## src/rtl/pmw_pkg.sv

```systemverilog
package pmw_pkg;
  typedef enum logic [1:0] {
    PS_D0    = 2'b00,
    PS_D1    = 2'b01,
    PS_D2    = 2'b10,
    PS_D3HOT = 2'b11
  } pstate_e;

  localparam int PM_W        = 4;
  localparam int PM_EN_BIT   = 2;
  localparam int PM_CLR_BIT  = 3;
  localparam int NUM_SPACES  = 3;
endpackage

```

## src/rtl/pmw_state.sv

```systemverilog
module pmw_state
  import pmw_pkg::*;
(
  input  logic    clk,
  input  logic    rst_n,
  input  logic    pwr_lost,
  input  logic    wr,
  input  pstate_e wr_state,
  output pstate_e state,
  output logic    d3cold
);
  always_ff @(posedge clk) begin
    if (pwr_lost) begin
      state  <= PS_D3HOT;
      d3cold <= 1'b1;
    end else if (!rst_n) begin
      state  <= PS_D0;
      d3cold <= 1'b0;
    end else if (wr && !d3cold) begin
      state  <= wr_state;
    end
  end

  assert_reset_d0_R1: assert property (@(posedge clk) disable iff (pwr_lost)
    !rst_n |=> (state == PS_D0) && !d3cold);
  assert_cold_entry_R2: assert property (@(posedge clk) disable iff (!rst_n)
    pwr_lost |=> d3cold && (state == PS_D3HOT));
  assert_write_now_R3: assert property (@(posedge clk) disable iff (!rst_n || pwr_lost)
    (wr && !d3cold) |=> state == $past(wr_state));
  assert_cold_frozen_R10: assert property (@(posedge clk) disable iff (!rst_n || pwr_lost)
    d3cold |=> $stable(state) && d3cold);
endmodule

```

## src/rtl/pmw_pme.sv

```systemverilog
module pmw_pme
  import pmw_pkg::*;
(
  input  logic clk,
  input  logic rst_n,
  input  logic pwr_lost,
  input  logic blocked,
  input  logic wr,
  input  logic wr_en,
  input  logic wr_clr,
  input  logic wake_evt,
  input  logic in_d0,
  input  logic d0_ok,
  output logic pme_en,
  output logic pme_sts
);
  logic set_sts;
  logic clr_sts;

  assign set_sts = wake_evt && pme_en && (!in_d0 || d0_ok);
  assign clr_sts = wr && wr_clr && !blocked;

  // Sticky: only power loss clears; ordinary reset just freezes them.
  always_ff @(posedge clk) begin
    if (pwr_lost) begin
      pme_en  <= 1'b0;
      pme_sts <= 1'b0;
    end else if (rst_n) begin
      if (wr && !blocked) pme_en <= wr_en;
      if (set_sts)        pme_sts <= 1'b1;
      else if (clr_sts)   pme_sts <= 1'b0;
    end
  end

  assert_evt_sets_R4: assert property (@(posedge clk) disable iff (!rst_n || pwr_lost)
    (wake_evt && pme_en && !in_d0) |=> pme_sts);
  assert_d0_blocked_R4: assert property (@(posedge clk) disable iff (!rst_n || pwr_lost)
    (in_d0 && !d0_ok && !pme_sts) |=> !pme_sts);
  assert_w1c_R5: assert property (@(posedge clk) disable iff (!rst_n || pwr_lost)
    (wr && wr_clr && !blocked && !wake_evt) |=> !pme_sts);
  assert_sticky_R6: assert property (@(posedge clk) disable iff (pwr_lost)
    !rst_n |=> $stable(pme_en) && $stable(pme_sts));
endmodule

```

## src/rtl/pmw_wake.sv

```systemverilog
module pmw_wake #(
  parameter int CFG_W    = 8,
  parameter int MODE_BIT = 4
) (
  input  logic             clk,
  input  logic             rst_n,
  input  logic             pwr_lost,
  input  logic             cfg_wr,
  input  logic [CFG_W-1:0] cfg_wdata,
  input  logic             pin_en,
  input  logic             wake_evt,
  input  logic             pme_clr,
  input  logic             pme_active,
  input  logic             isolate,
  output logic             mode,
  output logic             wake_q
);
  always_ff @(posedge clk) begin
    if (pwr_lost || !rst_n) mode <= 1'b0;
    else if (cfg_wr)        mode <= cfg_wdata[MODE_BIT];
  end

  always_ff @(posedge clk) begin
    if (pwr_lost || !rst_n)  wake_q <= 1'b0;
    else if (!pin_en)        wake_q <= 1'b0;
    else if (!mode) begin
      if (wake_evt)          wake_q <= 1'b1;
      else if (pme_clr)      wake_q <= 1'b0;
    end else                 wake_q <= pme_active && !isolate;
  end

  assert_direct_R7: assert property (@(posedge clk) disable iff (!rst_n || pwr_lost)
    (pin_en && !mode && wake_evt) |=> wake_q);
  assert_gated_R8: assert property (@(posedge clk) disable iff (!rst_n || pwr_lost)
    (pin_en && mode) |=> wake_q == $past(pme_active && !isolate));
  assert_disabled_R9: assert property (@(posedge clk) disable iff (!rst_n || pwr_lost)
    !pin_en |=> !wake_q);
endmodule

```

## src/rtl/pmw_power_wake.sv

```systemverilog
module pmw_power_wake
  import pmw_pkg::*;
#(
  parameter int CFG_W    = 8,
  parameter int MODE_BIT = 4
) (
  input  logic             clk,
  input  logic             rst_n,
  input  logic             pwr_lost,
  input  logic             pm_wr,
  input  logic [PM_W-1:0]  pm_wdata,
  input  logic             cfg_wr,
  input  logic [CFG_W-1:0] cfg_wdata,
  input  logic             ee_wake_en,
  input  logic             ee_pme_d0_cap,
  input  logic             acpi_mode,
  input  logic             cmd_io,
  input  logic             cmd_mem,
  input  logic             cmd_rom,
  input  logic             wake_evt,
  input  logic             isolate,
  output logic [1:0]       pwr_state,
  output logic             d3cold,
  output logic             io_dec_en,
  output logic             mem_dec_en,
  output logic             rom_dec_en,
  output logic             pme_d0_cap,
  output logic             pme_sts,
  output logic             pme_active,
  output logic             wake_out
);
  pstate_e               state_q;
  logic                  cold_q;
  logic                  in_d0;
  logic                  d0_ok;
  logic                  pme_en_q;
  logic                  pme_sts_q;
  logic                  pme_clr;
  logic                  mode_q;
  logic                  wake_q;
  logic [NUM_SPACES-1:0] cmd_vec;
  logic [NUM_SPACES-1:0] dec_vec;

  pmw_state u_state (
    .clk      (clk),
    .rst_n    (rst_n),
    .pwr_lost (pwr_lost),
    .wr       (pm_wr),
    .wr_state (pstate_e'(pm_wdata[1:0])),
    .state    (state_q),
    .d3cold   (cold_q)
  );

  assign in_d0   = (state_q == PS_D0) && !cold_q;
  assign d0_ok   = ee_pme_d0_cap && !acpi_mode;
  assign pme_clr = pm_wr && pm_wdata[PM_CLR_BIT] && !cold_q;

  pmw_pme u_pme (
    .clk      (clk),
    .rst_n    (rst_n),
    .pwr_lost (pwr_lost),
    .blocked  (cold_q),
    .wr       (pm_wr),
    .wr_en    (pm_wdata[PM_EN_BIT]),
    .wr_clr   (pm_wdata[PM_CLR_BIT]),
    .wake_evt (wake_evt),
    .in_d0    (in_d0),
    .d0_ok    (d0_ok),
    .pme_en   (pme_en_q),
    .pme_sts  (pme_sts_q)
  );

  pmw_wake #(.CFG_W(CFG_W), .MODE_BIT(MODE_BIT)) u_wake (
    .clk        (clk),
    .rst_n      (rst_n),
    .pwr_lost   (pwr_lost),
    .cfg_wr     (cfg_wr),
    .cfg_wdata  (cfg_wdata),
    .pin_en     (ee_wake_en),
    .wake_evt   (wake_evt),
    .pme_clr    (pme_clr),
    .pme_active (pme_active),
    .isolate    (isolate),
    .mode       (mode_q),
    .wake_q     (wake_q)
  );

  assign cmd_vec = {cmd_rom, cmd_mem, cmd_io};
  for (genvar i = 0; i < NUM_SPACES; i++) begin : g_dec
    assign dec_vec[i] = cmd_vec[i] && in_d0;
  end

  assign io_dec_en  = dec_vec[0];
  assign mem_dec_en = dec_vec[1];
  assign rom_dec_en = dec_vec[2];
  assign pwr_state  = state_q;
  assign d3cold     = cold_q;
  assign pme_d0_cap = d0_ok;
  assign pme_sts    = pme_sts_q;
  assign pme_active = pme_en_q && pme_sts_q;
  assign wake_out   = wake_q;

  assert_low_power_off_R3: assert property (@(posedge clk) disable iff (!rst_n)
    (pwr_state != PS_D0) |-> !io_dec_en && !mem_dec_en && !rom_dec_en);
  assert_cold_off_R2: assert property (@(posedge clk) disable iff (!rst_n)
    d3cold |-> !io_dec_en && !mem_dec_en && !rom_dec_en);
endmodule

```

## config.mk

```make
export PLATFORM = sky130hd
export DESIGN_NAME = pmw_power_wake
export DESIGN_NICKNAME = d
export VERILOG_FILES = /design/src/rtl/pmw_pkg.sv /design/src/rtl/pmw_state.sv /design/src/rtl/pmw_pme.sv /design/src/rtl/pmw_wake.sv /design/src/rtl/pmw_power_wake.sv
export SDC_FILE = /design/constraint.sdc
export NUM_CORES = 1
export LEC_CHECK = 0
export ABC_AREA = 1
export CAP_MARGIN = 5
export CORE_AREA = 10 10 47 49
export DETAILED_ROUTE_END_ITERATION = 10
export DIE_AREA = 0 0 57 59
export PLACE_DENSITY = 0.79
export SLEW_MARGIN = 20
export SYNTH_ARGS = -nofsm -noshare
export SYNTH_HDL_FRONTEND = slang
export SYNTH_SLANG_ARGS = --single-unit
```

## constraint.sdc

```tcl
create_clock -name clk -period 1.59 [get_ports clk]
set_input_delay 0.318 -clock clk [delete_from_list [all_inputs] [get_ports clk]]
set_output_delay 0.318 -clock clk [all_outputs]
set_load 0.02 [all_outputs]
```

* Word-level counts from Yosys, hierarchy flattened
Index checks and enable logic that the tools add are counted.
W data, S select, Z words.
** Word-level totals
- Bits in registers :: 7
- Bits of input ports :: 25
- Output and inout port bits :: 10
- Word-level logic and storage cells :: 39
** Cells by class
- Eq/ne operators :: 1
- Multiplexer cells :: 6
- Bitwise logic cells :: 1
- Reduce and logical (&&, ||, !) cells :: 25
** Operators by type and width (count)
- $logic_and A1 B1 Y1 :: 12
- $logic_not A1 Y1 :: 5
- $mux W1 :: 4
- $mux W2 :: 2
- $reduce_and A2 Y1 :: 2
- $reduce_bool A3 Y1 :: 1
- $logic_not A2 Y1 :: 1
- $logic_or A1 B1 Y1 :: 2
- $ne A2 B1 Y1 const B :: 1
- $reduce_bool A2 Y1 :: 1
- $reduce_or A2 Y1 :: 1
- $not A1 Y1 :: 1

* Longest topological paths before layout
Gate-level depths: netlist of the first run.
- Word-level depth :: 7
- Depth in mapped cells :: 5
- Depth with buffers taken out :: 5

* Cells and area by module
From an unflattened synthesis of the first run, not the netlist that was laid out.
** Second synthesis, totals
- Cells, all modules :: 75
- Area, all modules :: 439.2 sq um
** By module, submodules not included
- pmw_state :: times used 1, cells an instance 20, area an instance 131.4 sq um
- pmw_pme :: times used 1, cells an instance 18, area an instance 125.1 sq um
- pmw_wake :: times used 1, cells an instance 21, area an instance 117.6 sq um
- pmw_power_wake :: times used 1, cells an instance 16, area an instance 65.1 sq um

* Worst setup path before layout of the first run
Ideal clock, no wire load.
- Path type :: flip-flop to output port
- From :: register u_state.state[1]
- To :: output io_dec_en
- Arrival time :: 890 ps
- Path slack :: 382 ps
- Cell stages (with the launch flop) :: 4
- Path buffers :: 0
- Cells stage by stage :: dfxtp_1 > nor2_1 > nand2_1 > nor2_1
** Between the ends
- Word-level cells in the longest chain between the ends :: 3
** RTL lines
- start: declaration :: RTL line pmw_state.sv:9 : output pstate_e state,
- start signal: assignment :: RTL line pmw_state.sv:20 : state <= wr_state;
- $logic_not A2 Y1 :: RTL line pmw_power_wake.sv:54 : assign in_d0 = (state_q == PS_D0) && !cold_q;
- $logic_and A1 B1 Y1 :: RTL line pmw_power_wake.sv:54
- $logic_and A1 B1 Y1 :: RTL line pmw_power_wake.sv:90 : assign dec_vec[i] = cmd_vec[i] && in_d0;
- end: declaration :: RTL line pmw_power_wake.sv:24 : output logic io_dec_en,
No other way between the ends.

* Worst setup path in the final report of the first run
- From :: input acpi_mode
- To :: output pme_d0_cap
** Between the ends
- Word-level cells in the longest chain between the ends :: 2
** RTL lines
- start: declaration :: RTL line pmw_power_wake.sv:16 : input logic acpi_mode,
- $logic_not A1 Y1 :: RTL line pmw_power_wake.sv:55 : assign d0_ok = ee_pme_d0_cap && !acpi_mode;
- $logic_and A1 B1 Y1 :: RTL line pmw_power_wake.sv:55
- end: declaration :: RTL line pmw_power_wake.sv:27 : output logic pme_d0_cap,
No other way between the ends.

==> metrics.csv, run 1 <==
stage,metric,value,unit
status,outcome,"finished, final reports clean",
floorplanning,die_h,59,um
floorplanning,rows,14,
worst_setup_path,cp-end-kind,primary output,
sta,report.final.slew_viol_count,0,
final_layout,layout_common_cells,"19 x clkdlybuf4s50_1, 14 x nand2_1, 8 x inv_1, 8 x nor2_1, 7 x dfxtp_1",
sta,hold_viol,0,
sta,finalCritPeriodShare,0.970,
worst_setup_path,cp_slowest_cell,clkdlybuf4s50_1,
clock_tree,clockBufferDepth,2,
routing,met3_length,144,um
final_layout,num_antenna_cells,0,
place,dp_hpwl,960,um
routing,ant_nets,0,
worst_setup_path,path_class,input pin to primary output,
worst_setup_path,r2r_cells,6,
synthesis,ys_warn_count,0,
routing,routed_via_density,4.17,
job,cap_violations,0,
worst_setup_path,cp-start-kind,input pin,
worst_setup_path,r2r-start,u_state.d3cold,
routing,wl_met2,554,um
floorplanning,die_w,57,um
sta,final.setup.tns,0,ns
routing,drt_pre_antenna_iters,4,
pwr,cellPowerDensity,674,nW/um^2
synthesis,syn_avg_cell_area,6.65,sq um
worst_setup_path,cp.buffers_inverters,4,
worst_setup_path,cp_num_cells,5,
worst_hold_path,min_delay_path_depth,2,
worst_setup_path,cp_cell_sequence,"clkdlybuf4s50_1, inv_1, nand2_1, inv_1, dlygate4sd2_1",
global_routing,grt_max_degree,7,
routing,drt_iter0_drc,4,
clock_tree,cts_buffers,3,
pwr,cellLeakagePower,0.000345,uW
worst_setup_path,worstPathRequired,1.27,ns
worst_setup_path,crit_fanout,2,
place,pre_cts_slack,-0.269,ns
routing,vias,438,
synthesis,netlist_area,359,sq um
routing,drcViolationCount,0,
worst_setup_path,cp_top_family,buffers and inverters,
clock_tree,ctsResizeCount,7,
final_layout,n_fill_cell,156,
worst_hold_path,hp-start,u_wake.wake_q,
sta,fmax,648,MHz
synthesis,ys_ff_latch,7,
sta,slew_headroom,0.845,
global_routing,grt_pass1_vias,435,
floorplanning,core,1400,sq um
sta,setup_viol,0,
place,gp_congestion,0.698,
routing,drt_wl_total,1110,um
final_layout,layout.nets,115,
clock_tree,cts_tree,yes,
clock_tree,path_clk_slew,0.05,ns
sta,hold_ws,0.467,ns
sta,setup_slack,0.0476,ns
synthesis,ys_seq_area_frac,0.390,
final_layout,final_common_cell,clkdlybuf4s50_1,
place,portBuffers,27,
worst_setup_path,critPathLaunch,acpi_mode,
synthesis,syn-instance-count,54,
pwr,vdd_drop_max,0.386,mV
sta,rsz0062_at_grt,false,
sta,fin_crit,1.54,ns
floorplanning,die-area,3360,sq um
global_routing,grt_usage,0.0676,
worst_setup_path,r2r_slack,0.69,ns
worst_setup_path,arrival,1.22,ns
clock_tree,clock_latency,0.25,ns
routing,wl_per_cell,10.6,um
clock_tree,postCtsHoldBufs,0,
synthesis,synth_cell_types,15,
sta,fin_skew,0.00212,ns
final_layout,syn_to_final_growth,91.6,%
floorplanning,start_util,0.256,
clock_tree,htreeDepth,1,
clock_tree,clock-sinks,7,
synthesis,synth.net_count,79,
clock_tree,cts_setup_buffers,0,
global_routing,antenna_found_initial,0,
floorplanning,io_pins,35,
routing,top_layer,met4,
final_layout,drive_gt1_frac,0.202,
sta,worst_slew_pin_slew,0.232,ns
worst_setup_path,crit_path_frequent_cell,inv_1,
global_routing,grt.overflow.total,0,
clock_tree,root_buffer,clkbuf_4,
worst_hold_path,worst_hold_path_type,flip-flop to flip-flop,
routing,wl_met1,403,um
global_routing,grt_first_pass_wirelength,1790,um
worst_setup_path,cp_slowest_stage_delay,0.45,ns
## worst register-to-register path: stages, from the launching register on
cell and delay (ns):
dfxtp_1 0.33, inv_2 0.04, buf_4 0.14, nand3_2 0.08, clkinv_2 0.07, nand2_1 0.06
nand3_1 0.06
## synthesized netlist by cell type
cell type  instances  area (sq um)
nand3_2            1          10.0
nand2_1           14          52.6
nand4_1            1          6.26
a21oi_1            2          10.0
o21ai_0            1          5.00
a21oi_2            2          17.5
o21ai_2            1          8.76
nor2_1             8          30.0
nand3_1            4          20.0
mux2i_1            1          10.0
nand2_2            1          6.26
inv_2              2          7.51
clkinv_2           1          5.00
inv_1              8          30.0
dfxtp_1            7           140
## metal layers
layer,up-vias,GRT usage
li1,235,-
met1,185,0.0585
met2,15,0.112
met3,3,0.0558
met4,0,0.0302
met5,-,0
## layout make-up
type / instances / area, sq um / area share
tap: 16 / 20.0 / 0.0291
inverter: 11 / 42.5 / 0.0618
sequential: 7 / 140 / 0.204
timing repair buffer: 31 / 283 / 0.411
clock buffer: 4 / 26.3 / 0.0382
multi-input combinational: 36 / 176 / 0.256
## registers in the layout, summed over array words and instances (netlist names)
register and flops:
u_wake.wake_q 1, u_state.d3cold 1, u_wake.mode 1, u_pme.pme_en 1
u_state.state 2, u_pme.pme_sts 1
## path summary, 6_finish.rpt
path / to
worst max register to register: u_state.state[0]
worst min register to register: u_wake.wake_q
worst min-delay path: u_wake.wake_q
worst max-delay path: pme_d0_cap
## cell families after synthesis
| logic type | count (synthesis) | share of synthesized area |
|---|---|---|
| buf+inv | 11 | 0.118 |
| mux | 1 | 0.0279 |
| flops | 7 | 0.390 |
| compound gates | 6 | 0.115 |
| simple gates | 29 | 0.348 |
## power breakdown
group          total (uW)  switching [uW]  leakage, uW  internal, uW
clock network         160            64.3    0.0000150          95.7
registers             189            4.87    0.0000577           184
logic                 114            47.9     0.000272          66.5
total                 464             117     0.000345           347
## through the flow
step | area (sq um) | power, uW | util | cells
5_1_grt | 688 | 494 | 0.491 | 105
3_3_place_gp | 679 | 312 | 0.485 | 101
6_report | 688 | 464 | 0.491 | 105
4_1_cts | 697 | 473 | 0.497 | 105
3_5_place_dp | 679 | 313 | 0.485 | 101
2_1_floorplan | 359 | 232 | - | 54
Note: power is estimated with default switching activity, not from simulation.
==> inputs of run 2 (changes only) <==
==> constraint.sdc (replaced) <==
create_clock -name clk -period 1.59 [get_ports clk]
set_input_delay 0.159 -clock clk [delete_from_list [all_inputs] [get_ports clk]]
set_output_delay 0.159 -clock clk [all_outputs]
set_load 0.02 [all_outputs]
==> metrics.csv, run 2 (synthesis gave the netlist of run 1 again) <==
stage,metric,value,unit,change
status,outcome,"finished, final reports clean",,
clock_tree,root_buffer,clkbuf_4,,
worst_setup_path,cp-end-kind,primary output,,
global_routing,grt_usage,0.0607,,-0.00690
place,gp_congestion,0.710,,+1.6%
clock_tree,clock_latency,0.25,ns,about the same
global_routing,grt_pass1_vias,406,,-6.7%
final_layout,layout_common_cells,"23 x clkdlybuf4s50_1, 14 x nand2_1, 8 x inv_1, 8 x nor2_1, 7 x dfxtp_1",,
worst_setup_path,cp_slowest_cell,clkdlybuf4s50_1,,
global_routing,grt_first_pass_wirelength,1620,um,-9.6%
place,pre_cts_slack,0.0668,ns,+0.336 ns
floorplanning,die_w,57,um,unchanged
floorplanning,die-area,3360,sq um,unchanged
routing,routed_via_density,4.11,,-1.5%
routing,drcViolationCount,0,,unchanged
clock_tree,clockBufferDepth,2,,unchanged
global_routing,antenna_found_initial,0,,unchanged
clock_tree,cts_tree,yes,,
sta,setup_viol,0,,unchanged
pwr,cellLeakagePower,0.000328,uW,-4.8%
worst_hold_path,worst_hold_path_type,flip-flop to flip-flop,,
routing,drt_wl_total,1090,um,-2.2%
sta,fin_crit,1.49,ns,-0.0559 ns
worst_setup_path,cp.buffers_inverters,3,,-1
worst_setup_path,cp_cell_sequence,"clkdlybuf4s50_1, nand2_1, inv_1, clkdlybuf4s50_1",,
clock_tree,htreeDepth,1,,unchanged
worst_setup_path,crit_fanout,2,,unchanged
sta,final.setup.tns,0,ns,unchanged
final_layout,n_fill_cell,153,,-1.9%
worst_setup_path,cp-start-kind,input pin,,
sta,hold_viol,0,,unchanged
worst_setup_path,crit_path_frequent_cell,clkdlybuf4s50_1,,
worst_setup_path,cp_slowest_stage_delay,0.60,ns,+0.15 ns
worst_setup_path,path_class,input pin to primary output,,
sta,fin_skew,0.000915,ns,-0.00120 ns
pwr,cellPowerDensity,685,nW/um^2,+1.6%
pwr,vdd_drop_max,0.341,mV,-12%
clock_tree,postCtsHoldBufs,0,,unchanged
final_layout,largest_register,u_state.state,,
clock_tree,path_clk_slew,0.05,ns,about the same
routing,vias,415,,-5.3%
clock_tree,clock-sinks,7,,unchanged
floorplanning,start_util,0.256,,unchanged
sta,finalCritPeriodShare,0.935,,-0.0352
routing,wl_per_cell,10.8,um,+1.6%
clock_tree,cts_buffers,3,,unchanged
clock_tree,cts_setup_buffers,0,,unchanged
routing,ant_nets,0,,unchanged
worst_setup_path,worstPathRequired,1.43,ns,+0.16 ns
worst_setup_path,cp_top_family,buffers and inverters,,
global_routing,grt.overflow.total,0,,unchanged
final_layout,syn_to_final_growth,87.8,%,
final_layout,layout.nets,111,,-3.5%
sta,report.final.slew_viol_count,0,,unchanged
worst_hold_path,whs_endpoint,u_wake.wake_q,,
sta,rsz0062_at_grt,false,,
global_routing,grt_max_degree,8,,+1
sta,slew_headroom,0.837,,-0.00795
final_layout,drive_gt1_frac,0.129,,-0.0728
floorplanning,die_h,59,um,unchanged
sta,setup_slack,0.104,ns,+0.0559 ns
job,cap_violations,0,,unchanged
floorplanning,core,1400,sq um,unchanged
place,portBuffers,27,,unchanged
floorplanning,rows,14,,unchanged
floorplanning,io_pins,35,,unchanged
worst_hold_path,hp-start,u_wake.wake_q,,
final_layout,final_common_cell,clkdlybuf4s50_1,,
worst_setup_path,reg2reg_to,u_state.state[1],,
place,dp_hpwl,925,um,-3.6%
worst_setup_path,r2r_slack,0.80,ns,+0.11 ns
sta,fmax,673,MHz,+3.8%
final_layout,largest_register_ff_count,2,,unchanged
worst_hold_path,min_delay_path_depth,2,,unchanged
worst_setup_path,r2r_cells,5,,-1
routing,drt_pre_antenna_iters,4,,unchanged
worst_setup_path,r2r-start,u_state.d3cold,,
clock_tree,ctsResizeCount,3,,-4
final_layout,num_antenna_cells,0,,unchanged
sta,worst_slew_pin_slew,0.243,ns,+0.0115 ns
sta,hold_ws,0.464,ns,-0.00303 ns
routing,drt_iter0_drc,8,,+4
worst_setup_path,arrival,1.33,ns,+0.11 ns
run 2: power breakdown:
group / switching (uW) / internal [uW] / total (uW)
combinational: 45.4 / 62.4 / 108
clock: 68.1 / 95.9 / 164
sequential: 5.56 / 184 / 190
run 2: layout make-up:
| type | count | area, sq um | area share |
|---|---|---|---|
| Sequential cell | 7 | 140 | 0.208 |
| Tap cell | 16 | 20.0 | 0.0297 |
| Timing Repair Buffer | 27 | 269 | 0.399 |
| Clock buffer | 4 | 26.3 | 0.0390 |
| Inverter | 11 | 42.5 | 0.0631 |
| Multi-Input combinational cell | 36 | 176 | 0.262 |
run 2: worst register-to-register path: stages, from the launching register on:
cell	delay [ns]
dfxtp_1	0.33
inv_2	0.07
nand3_2	0.08
clkinv_2	0.07
nand2_1	0.06
nand3_1	0.07
run 2: worst max-delay path by stage:
stage	cells after the start	end	slack (ns)	startpoint
finish	4	pme_d0_cap	0.10	ee_pme_d0_cap
CTS	3	pme_active	0.06	u_pme.pme_en
detailed placement	4	io_dec_en	0.07	cmd_io
global route	4	pme_d0_cap	0.02	ee_pme_d0_cap
global placement	4	io_dec_en	0.08	cmd_io
floorplan	3	io_dec_en	0.54	u_state.state[1]
run 2: metrics by stage:
| stage | area [sq um] | power [uW] | instances | utilization |
|---|---|---|---|---|
| finish | 674 | 462 | 101 | 0.481 |
| global route | 674 | 486 | 101 | 0.481 |
| CTS | 672 | 472 | 101 | 0.479 |
| detailed placement | 649 | 303 | 97 | 0.463 |
| global placement | 649 | 302 | 97 | 0.463 |
| floorplan | 359 | 232 | 54 | - |
run 2: layer usage:
layer / vias to the layer above / global-route usage / part of all wire
li1: 228 / - / -
met1: 175 / 0.0598 / 0.40
met2: 12 / 0.0961 / 0.50
met3: 0 / 0.0343 / 0.11
met4: 0 / 0.0403 / 0
met5: - / 0 / 0
